## src/rtl/skp_pkg.sv

```systemverilog
package skp_pkg;
   typedef enum logic {
      SKP_SLOW = 1'b0,
      SKP_FAST = 1'b1
   } skp_mode_e;
endpackage

```

## src/rtl/skp_runlen.sv

```systemverilog
// Counts the consecutive ones at the bottom of a vector.
module skp_runlen #(
   parameter int W  = 32,
   parameter int CW = $clog2(W + 1)
) (
   input  logic [W-1:0]  vec_i,
   output logic [CW-1:0] cnt_o
);
   logic [W-1:0] run;

   assign run[0] = vec_i[0];
   for (genvar g = 1; g < W; g++) begin : g_chain
      assign run[g] = run[g-1] & vec_i[g];
   end

   always_comb begin
      cnt_o = '0;
      for (int i = 0; i < W; i++) begin
         cnt_o = cnt_o + CW'(run[i]);
      end
   end
endmodule

```

## src/rtl/skp_next.sv

```systemverilog
// Next-state function for the remaining pattern.
module skp_next #(
   parameter int W    = 32,
   parameter int CW   = $clog2(W + 1),
   parameter int SH_W = $clog2(W + 2)
) (
   input  logic [W-1:0]  pat_i,
   input  logic [CW-1:0] run_i,
   input  logic          fast_i,
   input  logic          retire_i,
   input  logic          branch_i,
   output logic [W-1:0]  pat_o
);
   logic [SH_W-1:0] step;

   always_comb begin
      step  = fast_i ? (SH_W'(run_i) + SH_W'(1)) : SH_W'(1);
      pat_o = pat_i;
      if (retire_i) begin
         if (fast_i && branch_i) pat_o = '0;
         else                    pat_o = pat_i >> step;
      end
   end
endmodule

```

## src/rtl/skp_seq.sv

```systemverilog
module skp_seq #(
   parameter int PAT_W   = 32,
   parameter bit FAST_EN = 1'b1,
   localparam int CW     = $clog2(PAT_W + 1)
) (
   input  logic              clk_i,
   input  logic              rst_ni,
   input  logic              load_i,
   input  logic [PAT_W-1:0]  pattern_i,
   input  logic              fast_i,
   input  logic              retire_i,
   input  logic              branch_i,
   input  logic              shared_i,
   output logic [CW-1:0]     fetch_ofs_o,
   output logic              cancel_o,
   output logic              active_o,
   output logic              irq_hold_o
);
   import skp_pkg::*;

   if (PAT_W < 2) begin : g_bad_width
      $error("skp_seq: PAT_W must be at least 2");
   end

   logic [PAT_W-1:0] pat_q, pat_nx;
   skp_mode_e        mode_q;
   logic             eff_fast;
   logic [CW-1:0]    run;

   if (FAST_EN) begin : g_fast
      assign eff_fast = (mode_q == SKP_FAST) && !shared_i;
   end else begin : g_slow_only
      assign eff_fast = 1'b0;
   end

   skp_runlen #(.W(PAT_W), .CW(CW)) u_runlen (
      .vec_i (pat_q),
      .cnt_o (run)
   );

   skp_next #(.W(PAT_W), .CW(CW)) u_next (
      .pat_i    (pat_q),
      .run_i    (run),
      .fast_i   (eff_fast),
      .retire_i (retire_i),
      .branch_i (branch_i),
      .pat_o    (pat_nx)
   );

   always_ff @(posedge clk_i or negedge rst_ni) begin
      if (!rst_ni) begin
         pat_q  <= '0;
         mode_q <= SKP_SLOW;
      end else if (load_i) begin
         pat_q  <= pattern_i;
         mode_q <= fast_i ? SKP_FAST : SKP_SLOW;
      end else begin
         pat_q  <= pat_nx;
      end
   end

   assign fetch_ofs_o = (eff_fast && !branch_i) ? run : '0;
   assign cancel_o    = pat_q[0] && !eff_fast;
   assign active_o    = |pat_q;
   assign irq_hold_o  = active_o || load_i;
endmodule

```

## config.mk

```make
export PLATFORM = sky130hd
export DESIGN_NAME = skp_seq
export DESIGN_NICKNAME = d
export VERILOG_FILES = /design/src/rtl/skp_pkg.sv /design/src/rtl/skp_runlen.sv /design/src/rtl/skp_next.sv /design/src/rtl/skp_seq.sv
export SDC_FILE = /design/constraint.sdc
export NUM_CORES = 1
export LEC_CHECK = 0
export BUFFER_PORTS_ARGS = -buffer_cell sky130_fd_sc_hd__buf_4
export CORE_MARGIN = 4
export CORE_UTILIZATION = 50
export DETAILED_ROUTE_END_ITERATION = 12
export PLACE_DENSITY = 0.75
export SLEW_MARGIN = 25
export SYNTH_ARGS = -nofsm -noshare
export SYNTH_HDL_FRONTEND = slang
export SYNTH_SLANG_ARGS = --single-unit
```

## constraint.sdc

```tcl
create_clock -name clk_i -period 8.15 [get_ports clk_i]
set_clock_uncertainty 0.1 [all_clocks]
set_input_delay 0.815 -clock clk_i [delete_from_list [all_inputs] [get_ports clk_i]]
set_output_delay 0.815 -clock clk_i [all_outputs]
set_load 0.05 [all_outputs]
```

==> results_tabular.tex, run 1 <==
\begin{tabular}{lr}
\hline
Metric & Value \\
\hline
\multicolumn{2}{l}{\textbf{Run status}} \\
Run status & finished clean \\
\multicolumn{2}{l}{\textbf{GRT}} \\
Global routing usage summed across all routing layers & 0.3578 \\
Initial antenna violation count & 0 \\
Pin count of the biggest net entering global routing & 50 \\
Grt total ovfl & 0 \\
Via count of the first global-routing pass & 5571 \\
Global-route wire length before repair & 31.18 mm \\
\multicolumn{2}{l}{\textbf{Cells and area}} \\
Final Instance Area & 0.006242 sq mm \\
Footprint of the multi-input gates & 0.003772 sq mm \\
Final standard cell utilization of the core & 0.6692 \\
Area taken by flip-flops and latches & 825.8 sq um \\
Area growth from synthesis to final layout & 28.75\% \\
Layout cell share with drive strength beyond 1 & 0.3201 \\
Total number of nets in the final design & 773 \\
Final cell count without fillers & 832 \\
Commonest cells after routing, fill and taps aside & buf\_4, nand2\_1, mux2i\_1 \\
Antenna diode count & 0 \\
Most frequent standard cell in the layout excluding fill and tap cells & buf\_4 \\
\# fillers & 845 \\
\multicolumn{2}{l}{\textbf{STA}} \\
Total setup violations reported at the end of the flow & 0 \\
Pin slew with the least headroom to its limit & 893.5 ps \\
Final worst path period share & 0.9758 \\
Final sum of negative setup slack & 0 ps \\
Setup slack after layout & 197.3 ps \\
Final Hold Fails & 0 \\
Normalized max-slew margin & 0.3997 \\
Fmax & 125.7 MHz \\
Post-layout min period & 7953 ps \\
Max-slew violation count & 0 \\
Worst slack on hold paths & 362.9 ps \\
\multicolumn{2}{l}{\textbf{Place}} \\
DP Area & 0.005949 sq mm \\
Final HPWL DP & 15.83 mm \\
Place WS & -168.5 ps \\
Cell Count Post-Placement & 816 \\
Final weighted congestion in routability-driven placement & 1.052 \\
Port-buffer cells & 47 \\
\multicolumn{2}{l}{\textbf{Synth}} \\
Largest area contributor in the synthesized netlist & dfrtp\_1 \\
Fraction of the mapped netlist area in compound gates & 0.2274 \\
Largest family of logic cells by synthesized area & compound AO/OA/AOI/OAI gates \\
Mapped cell area & 0.004848 sq mm \\
Number of flops mapped to enable cells by yosys & 0 \\
Post-synth net total & 662 \\
Proportion of register bits with asynchronous set or reset after synthesis & 1.000 \\
Register bit count reported by yosys & 33 \\
Fraction of post-synthesis cell area in the top cell type by area & 0.1703 \\
Post-Synth Adder-Cell Area & 0.1197 \\
Fraction of the mapped netlist area in simple logic gates & 0.2191 \\
Part of the Yosys area used for sequential elements & 0.1703 \\
Synthesized instance count & 591 \\
Number of distinct library cell variants in the gate-level netlist after synthesis & 73 \\
Top post-synthesis cells by area & dfrtp\_1, mux2i\_1, fa\_1 \\
Xor/xnor share of the synthesized area & 0.03484 \\
Mux contribution to synthesized area & 0.1486 \\
Total of warnings raised by yosys & 0 \\
Synth Area per Inst & 8.204 sq um \\
Most common flop cell mapped by yosys & dfrtp\_1 \\
\multicolumn{2}{l}{\textbf{Worst setup path}} \\
Endpoint of the worst register-to-register path & pat\_q[8] \\
Critical-path cell with the highest stage delay & fa\_1 \\
Category of the worst setup path launch point & flip-flop \\
Max FO, Critical Path & 5 \\
Crit path DAT & 8070 ps \\
Cell type with the highest occurrence count on the critical path & fa\_1 \\
Worst reg-to-reg setup slack & 200 ps \\
Critical path endpoint category & flip-flop \\
Cells on worst reg2reg path & 29 \\
Critical path type & flip-flop to flip-flop \\
Req. time, crit path & 8270 ps \\
Worst R2R Start & pat\_q[2] \\
Critical path's top delay family & adder cells \\
Bufs and invs on worst path & 7 \\
Critical Path Max Stage Delay & 560 ps \\
\multicolumn{2}{l}{\textbf{Detailed routing}} \\
Number of detailed-route iterations in the first pass & 5 \\
Count of vias placed by the detailed router & 5518 \\
DR iter-0 viols & 740 \\
Wire length after detailed routing & 20.23 mm \\
Remaining antenna violation count & 0 \\
Via count normalized by instance count & 6.632 \\
Wirelength per Cell & 24.31 microns \\
DRC Markers & 0 \\
\multicolumn{2}{l}{\textbf{Clock network}} \\
H-tree levels & 2 \\
Clock Path Buffers & 2 \\
Cell at the root of the clock tree & clkbuf\_8 \\
TritonCTS clock tree & done \\
Clock insertion delay at the later pin of the skew report & 300 ps \\
Count of clock tree sinks & 33 \\
Inserted Clock Buffers & 5 \\
Register clock-pin slew on the reported worst setup and hold paths & 70 ps \\
\multicolumn{2}{l}{\textbf{Worst hold path}} \\
Hold crit path type & input pin to asynchronous set/reset pin \\
\multicolumn{2}{l}{\textbf{Job}} \\
Maximum capacitance violations & 0 \\
\multicolumn{2}{l}{\textbf{Power and ir drop}} \\
Pwr/cell area & 261.8 mW/mm\^{}2 \\
Maximum ir drop on the vdd rail & 0.1299 mV \\
Static Leakage & 2.795 nW \\
Design Power & 1.634 mW \\
\multicolumn{2}{l}{\textbf{Die}} \\
Std-Cell Core Area & 0.009328 sq mm \\
Number of primary I/O pins & 48 \\
Initial core utilization & 0.5198 \\
Number of rows in the core area & 35 \\
Total Die Area & 0.01134 sq mm \\
Die height & 106.5 microns \\
Die width & 106.5 microns \\
\hline
\end{tabular}
[flip-flops by register name (all words and copies together), names as in the netlist]
| name | count |
|---|---|
| pat_q | 32 |
| mode_q | 1 |
[where the power goes]
group / switching, mW / internal [mW] / total (mW)
Sequential: 0.0298 / 0.191 / 0.221
Clock: 0.0666 / 0.0998 / 0.166
Combinational: 0.666 / 0.581 / 1.25
Total: 0.763 / 0.872 / 1.63
[Yosys cell counts (16+ instances only)]
cell type,count
mux2i_1,54
clkbuf_1,26
a211oi_1,16
and3_1,28
inv_1,35
dfrtp_1,33
a21oi_1,42
nor3_1,19
nor2_1,19
fa_1,24
nand2_1,57
nand3_1,19
buf_2,16
[routing by layer]
layer / track usage / up-vias / routed length (microns)
li1: - / 2403 / -
met1: 0.4551 / 2645 / 7664
met2: 0.6018 / 382 / 9468
met3: 0.06800 / 88 / 1981
met4: 0.1361 / 0 / 1114
met5: 0 / - / 0
[worst max-delay path by stage]
stage                           end  cells past startpoint      from  slack (ps)
after floorplan           pat_q[16]                     28  pat_q[3]          30
after global placement    pat_q[16]                     28  pat_q[3]         -30
after detailed placement  pat_q[16]                     28  pat_q[3]        -170
after CTS                 pat_q[21]                     28  pat_q[6]           3
after global routing       pat_q[8]                     30  pat_q[0]         -80
final                      pat_q[8]                     29  pat_q[2]         200
[repair_timing]
item,4_1_cts,5_1_grt
endpoints found under the setup margin,20,34
pin swaps,2,17
resized for setup,7,21
setup buffers,2,6
hold buffers,0,0
gates cloned,0,0
[cells by family after synthesis]
| family | count (synthesis) |
|---|---|
| buf+inv | 91 |
| fa+ha+maj | 32 |
| simple gates | 203 |
| mux | 70 |
| compound gates | 153 |
| xor+xnor | 9 |
| flops | 33 |
[area by class of cell]
type / count / share of cell area
Tap cell: 129 / 0.02586
Multi-Input combinational cell: 467 / 0.6043
Inverter: 39 / 0.02345
Timing Repair Buffer: 156 / 0.1954
Sequential cell: 33 / 0.1323
Clock buffer: 7 / 0.01383
Clock inverter: 1 / 0.004811
Power figures use the tool's default switching activity.
==> run 2, diff against run 1 <==
Settings changed: CORE_MARGIN 4 to 2.
==> results_tabular.tex, run 2 (same netlist as run 1, synthesis figures left out) <==
\begin{tabular}{lr}
\hline
Metric & Value \\
\hline
\multicolumn{2}{l}{\textbf{Run status}} \\
Run status & finished clean (unchanged) \\
\multicolumn{2}{l}{\textbf{Cells and area}} \\
Biggest register & pat\_q (unchanged) \\
Footprint of the multi-input gates & 0.003867 sq mm (was 0.003772 sq mm) \\
Most frequent standard cell in the layout excluding fill and tap cells & buf\_4 (unchanged) \\
Flip-flop count of the largest register, all copies and words added & 32 (unchanged) \\
Final standard cell utilization of the core & 0.6677 (was 0.6692) \\
Layout cell share with drive strength beyond 1 & 0.3246 (was 0.3201) \\
Antenna diode count & 0 (unchanged) \\
Area growth from synthesis to final layout & 28.46\% (was 28.75\%) \\
Area taken by flip-flops and latches & 825.8 sq um (unchanged) \\
Commonest cells after routing, fill and taps aside & buf\_4, nand2\_1, mux2i\_1 (unchanged) \\
Top flop regs & pat\_q: 32 flops, mode\_q: 1 flops (unchanged) \\
\# fillers & 810 (was 845) \\
Total number of nets in the final design & 761 (was 773) \\
\multicolumn{2}{l}{\textbf{Worst setup path}} \\
Critical Path Max Stage Delay & 580 ps (was 560 ps) \\
Crit path DAT & 8020 ps (was 8070 ps) \\
Worst reg-to-reg setup slack & 210 ps (was 200 ps) \\
Worst R2R Start & pat\_q[2] (unchanged) \\
Max FO, Critical Path & 6 (was 5) \\
Category of the worst setup path launch point & flip-flop (unchanged) \\
Critical path type & flip-flop to flip-flop (unchanged) \\
Req. time, crit path & 8240 ps (was 8270 ps) \\
Cells on worst reg2reg path & 29 (unchanged) \\
Cell type with the highest occurrence count on the critical path & fa\_1 (unchanged) \\
Critical path endpoint category & flip-flop (unchanged) \\
Critical-path cell with the highest stage delay & fa\_2 (was fa\_1) \\
Endpoint of the worst register-to-register path & pat\_q[8] (unchanged) \\
\multicolumn{2}{l}{\textbf{Clock network}} \\
H-tree levels & 2 (unchanged) \\
Register clock-pin slew on the reported worst setup and hold paths & 70 ps (about the same) \\
Inserted Clock Buffers & 5 (unchanged) \\
CTS Hold Bufs & 0 (unchanged) \\
TritonCTS clock tree & done (unchanged) \\
Cell at the root of the clock tree & clkbuf\_8 (unchanged) \\
Clock Path Buffers & 2 (unchanged) \\
Count of clock tree sinks & 33 (unchanged) \\
Clock insertion delay at the later pin of the skew report & 300 ps (about the same) \\
\multicolumn{2}{l}{\textbf{Power and ir drop}} \\
Static Leakage & 2.778 nW (was 2.795 nW) \\
Pwr/cell area & 256.0 mW/mm\^{}2 (was 261.8 mW/mm\^{}2) \\
Maximum ir drop on the vdd rail & 0.1039 mV (was 0.1299 mV) \\
Design Power & 1.595 mW (was 1.634 mW) \\
\multicolumn{2}{l}{\textbf{GRT}} \\
Pin count of the biggest net entering global routing & 50 (unchanged) \\
Grt total ovfl & 0 (unchanged) \\
Initial antenna violation count & 0 (unchanged) \\
Global-route wire length before repair & 29.54 mm (was 31.18 mm) \\
Global routing usage summed across all routing layers & 0.3784 (was 0.3578) \\
Via count of the first global-routing pass & 5290 (was 5571) \\
\multicolumn{2}{l}{\textbf{STA}} \\
Normalized max-slew margin & 0.3894 (was 0.3997) \\
Fmax & 126.0 MHz (was 125.7 MHz) \\
Final worst path period share & 0.9738 (was 0.9758) \\
Max-slew violation count & 0 (unchanged) \\
Post-layout min period & 7937 ps (was 7953 ps) \\
Total setup violations reported at the end of the flow & 0 (unchanged) \\
Pin slew with the least headroom to its limit & 910.3 ps (was 893.5 ps) \\
Setup slack after layout & 213.4 ps (was 197.3 ps) \\
Final Hold Fails & 0 (unchanged) \\
\multicolumn{2}{l}{\textbf{Detailed routing}} \\
Wire length after detailed routing & 19.33 mm (was 20.23 mm) \\
DR iter-0 viols & 476 (was 740) \\
Count of vias placed by the detailed router & 5402 (was 5518) \\
DRC Markers & 0 (unchanged) \\
Remaining antenna violation count & 0 (unchanged) \\
Number of detailed-route iterations in the first pass & 5 (unchanged) \\
Wirelength per Cell & 23.60 microns (was 24.31 microns) \\
Via count normalized by instance count & 6.596 (was 6.632) \\
\multicolumn{2}{l}{\textbf{Place}} \\
Place WS & -184.2 ps (was -168.5 ps) \\
Port-buffer cells & 47 (unchanged) \\
Final HPWL DP & 14.77 mm (was 15.83 mm) \\
Final weighted congestion in routability-driven placement & 1.055 (was 1.052) \\
\multicolumn{2}{l}{\textbf{Job}} \\
Maximum capacitance violations & 0 (unchanged) \\
\multicolumn{2}{l}{\textbf{Die}} \\
Initial core utilization & 0.5198 (unchanged) \\
Number of primary I/O pins & 48 (unchanged) \\
Std-Cell Core Area & 0.009328 sq mm (unchanged) \\
Total Die Area & 0.01050 sq mm (was 0.01134 sq mm) \\
Number of rows in the core area & 35 (unchanged) \\
Die height & 102.5 microns (was 106.5 microns) \\
Die width & 102.5 microns (was 106.5 microns) \\
\multicolumn{2}{l}{\textbf{Worst hold path}} \\
Hold crit path type & input pin to asynchronous set/reset pin (unchanged) \\
\hline
\end{tabular}
[run 2: cell types whose count changed in the layout (fill, tap and decap cells not counted), moves of 4 or more]
cell      before  now
mux2i_1       46   50
mux2i_2        8    2
a221oi_2       2    7
a21oi_1       42   38
a221oi_1       6    2
buf_4        150  136
[run 2: power breakdown]
part           switching [mW]  internal, mW
registers              0.0287         0.191
clock network          0.0676        0.0671
logic                   0.677         0.563
total                   0.773         0.821
[run 2: through the flow]
| step | setup TNS, ps | hold WS, ps | instance area [sq um] | cells |
|---|---|---|---|---|
| after CTS | 0 | 373.2 | 5932 | 810 |
| after global placement | -28.66 | 567.1 | 5832 | 802 |
| after detailed placement | -982.3 | 585.1 | 5832 | 802 |
| final | 0 | 356.3 | 6228 | 819 |
| after global routing | -5.166 | 382.0 | 6228 | 819 |
| after floorplan | 0 | 419.4 | 4885 | 591 |
[run 2: what timing repair did]
| item | in CTS | in global routing |
|---|---|---|
| buffers inserted | 1 | 9 |
| endpoints found under the setup margin | 22 | 25 |
| gates resized for setup | 2 | 47 |
| pin swaps | 3 | 22 |
[run 2: layer usage]
| layer | global-route usage | wire length [microns] | part of all wire |
|---|---|---|---|
| met4 | 0.2000 | 1277 | 0.066 |
| met1 | 0.4974 | 7372 | 0.38 |
| met5 | 0 | 0 | 0 |
| met2 | 0.5872 | 8864 | 0.46 |
| met3 | 0.07661 | 1811 | 0.094 |
[run 2: worst max path at each step]
stage	startpoint	end	slack, ps	cells after the start
4_1_cts	pat_q[3]	pat_q[16]	0.5	28
6_report	pat_q[2]	pat_q[8]	210	29
5_1_grt	pat_q[2]	pat_q[8]	-5	29
2_1_floorplan	pat_q[3]	pat_q[16]	30	28
3_5_place_dp	pat_q[1]	pat_q[1]	-180	30
3_3_place_gp	pat_q[3]	pat_q[1]	-30	30
[run 2: worst max-delay path, delay by kind of cell, from the launching register on]
| kind | cells | cell delay (ps) |
|---|---|---|
| buf+inv | 7 | 740 |
| fa+ha+maj | 9 | 4220 |
| flops | 1 | 360 |
| simple gates | 10 | 1950 |
| mux | 1 | 150 |
| compound gates | 2 | 290 |
[run 2: layout make-up]
class | instances | area share
multi-input cells | 467 | 0.6209
repair buffers | 144 | 0.1832
flip-flops and latches | 33 | 0.1326
well taps | 129 | 0.02591
inverters | 39 | 0.02350
clock buffers | 7 | 0.01386
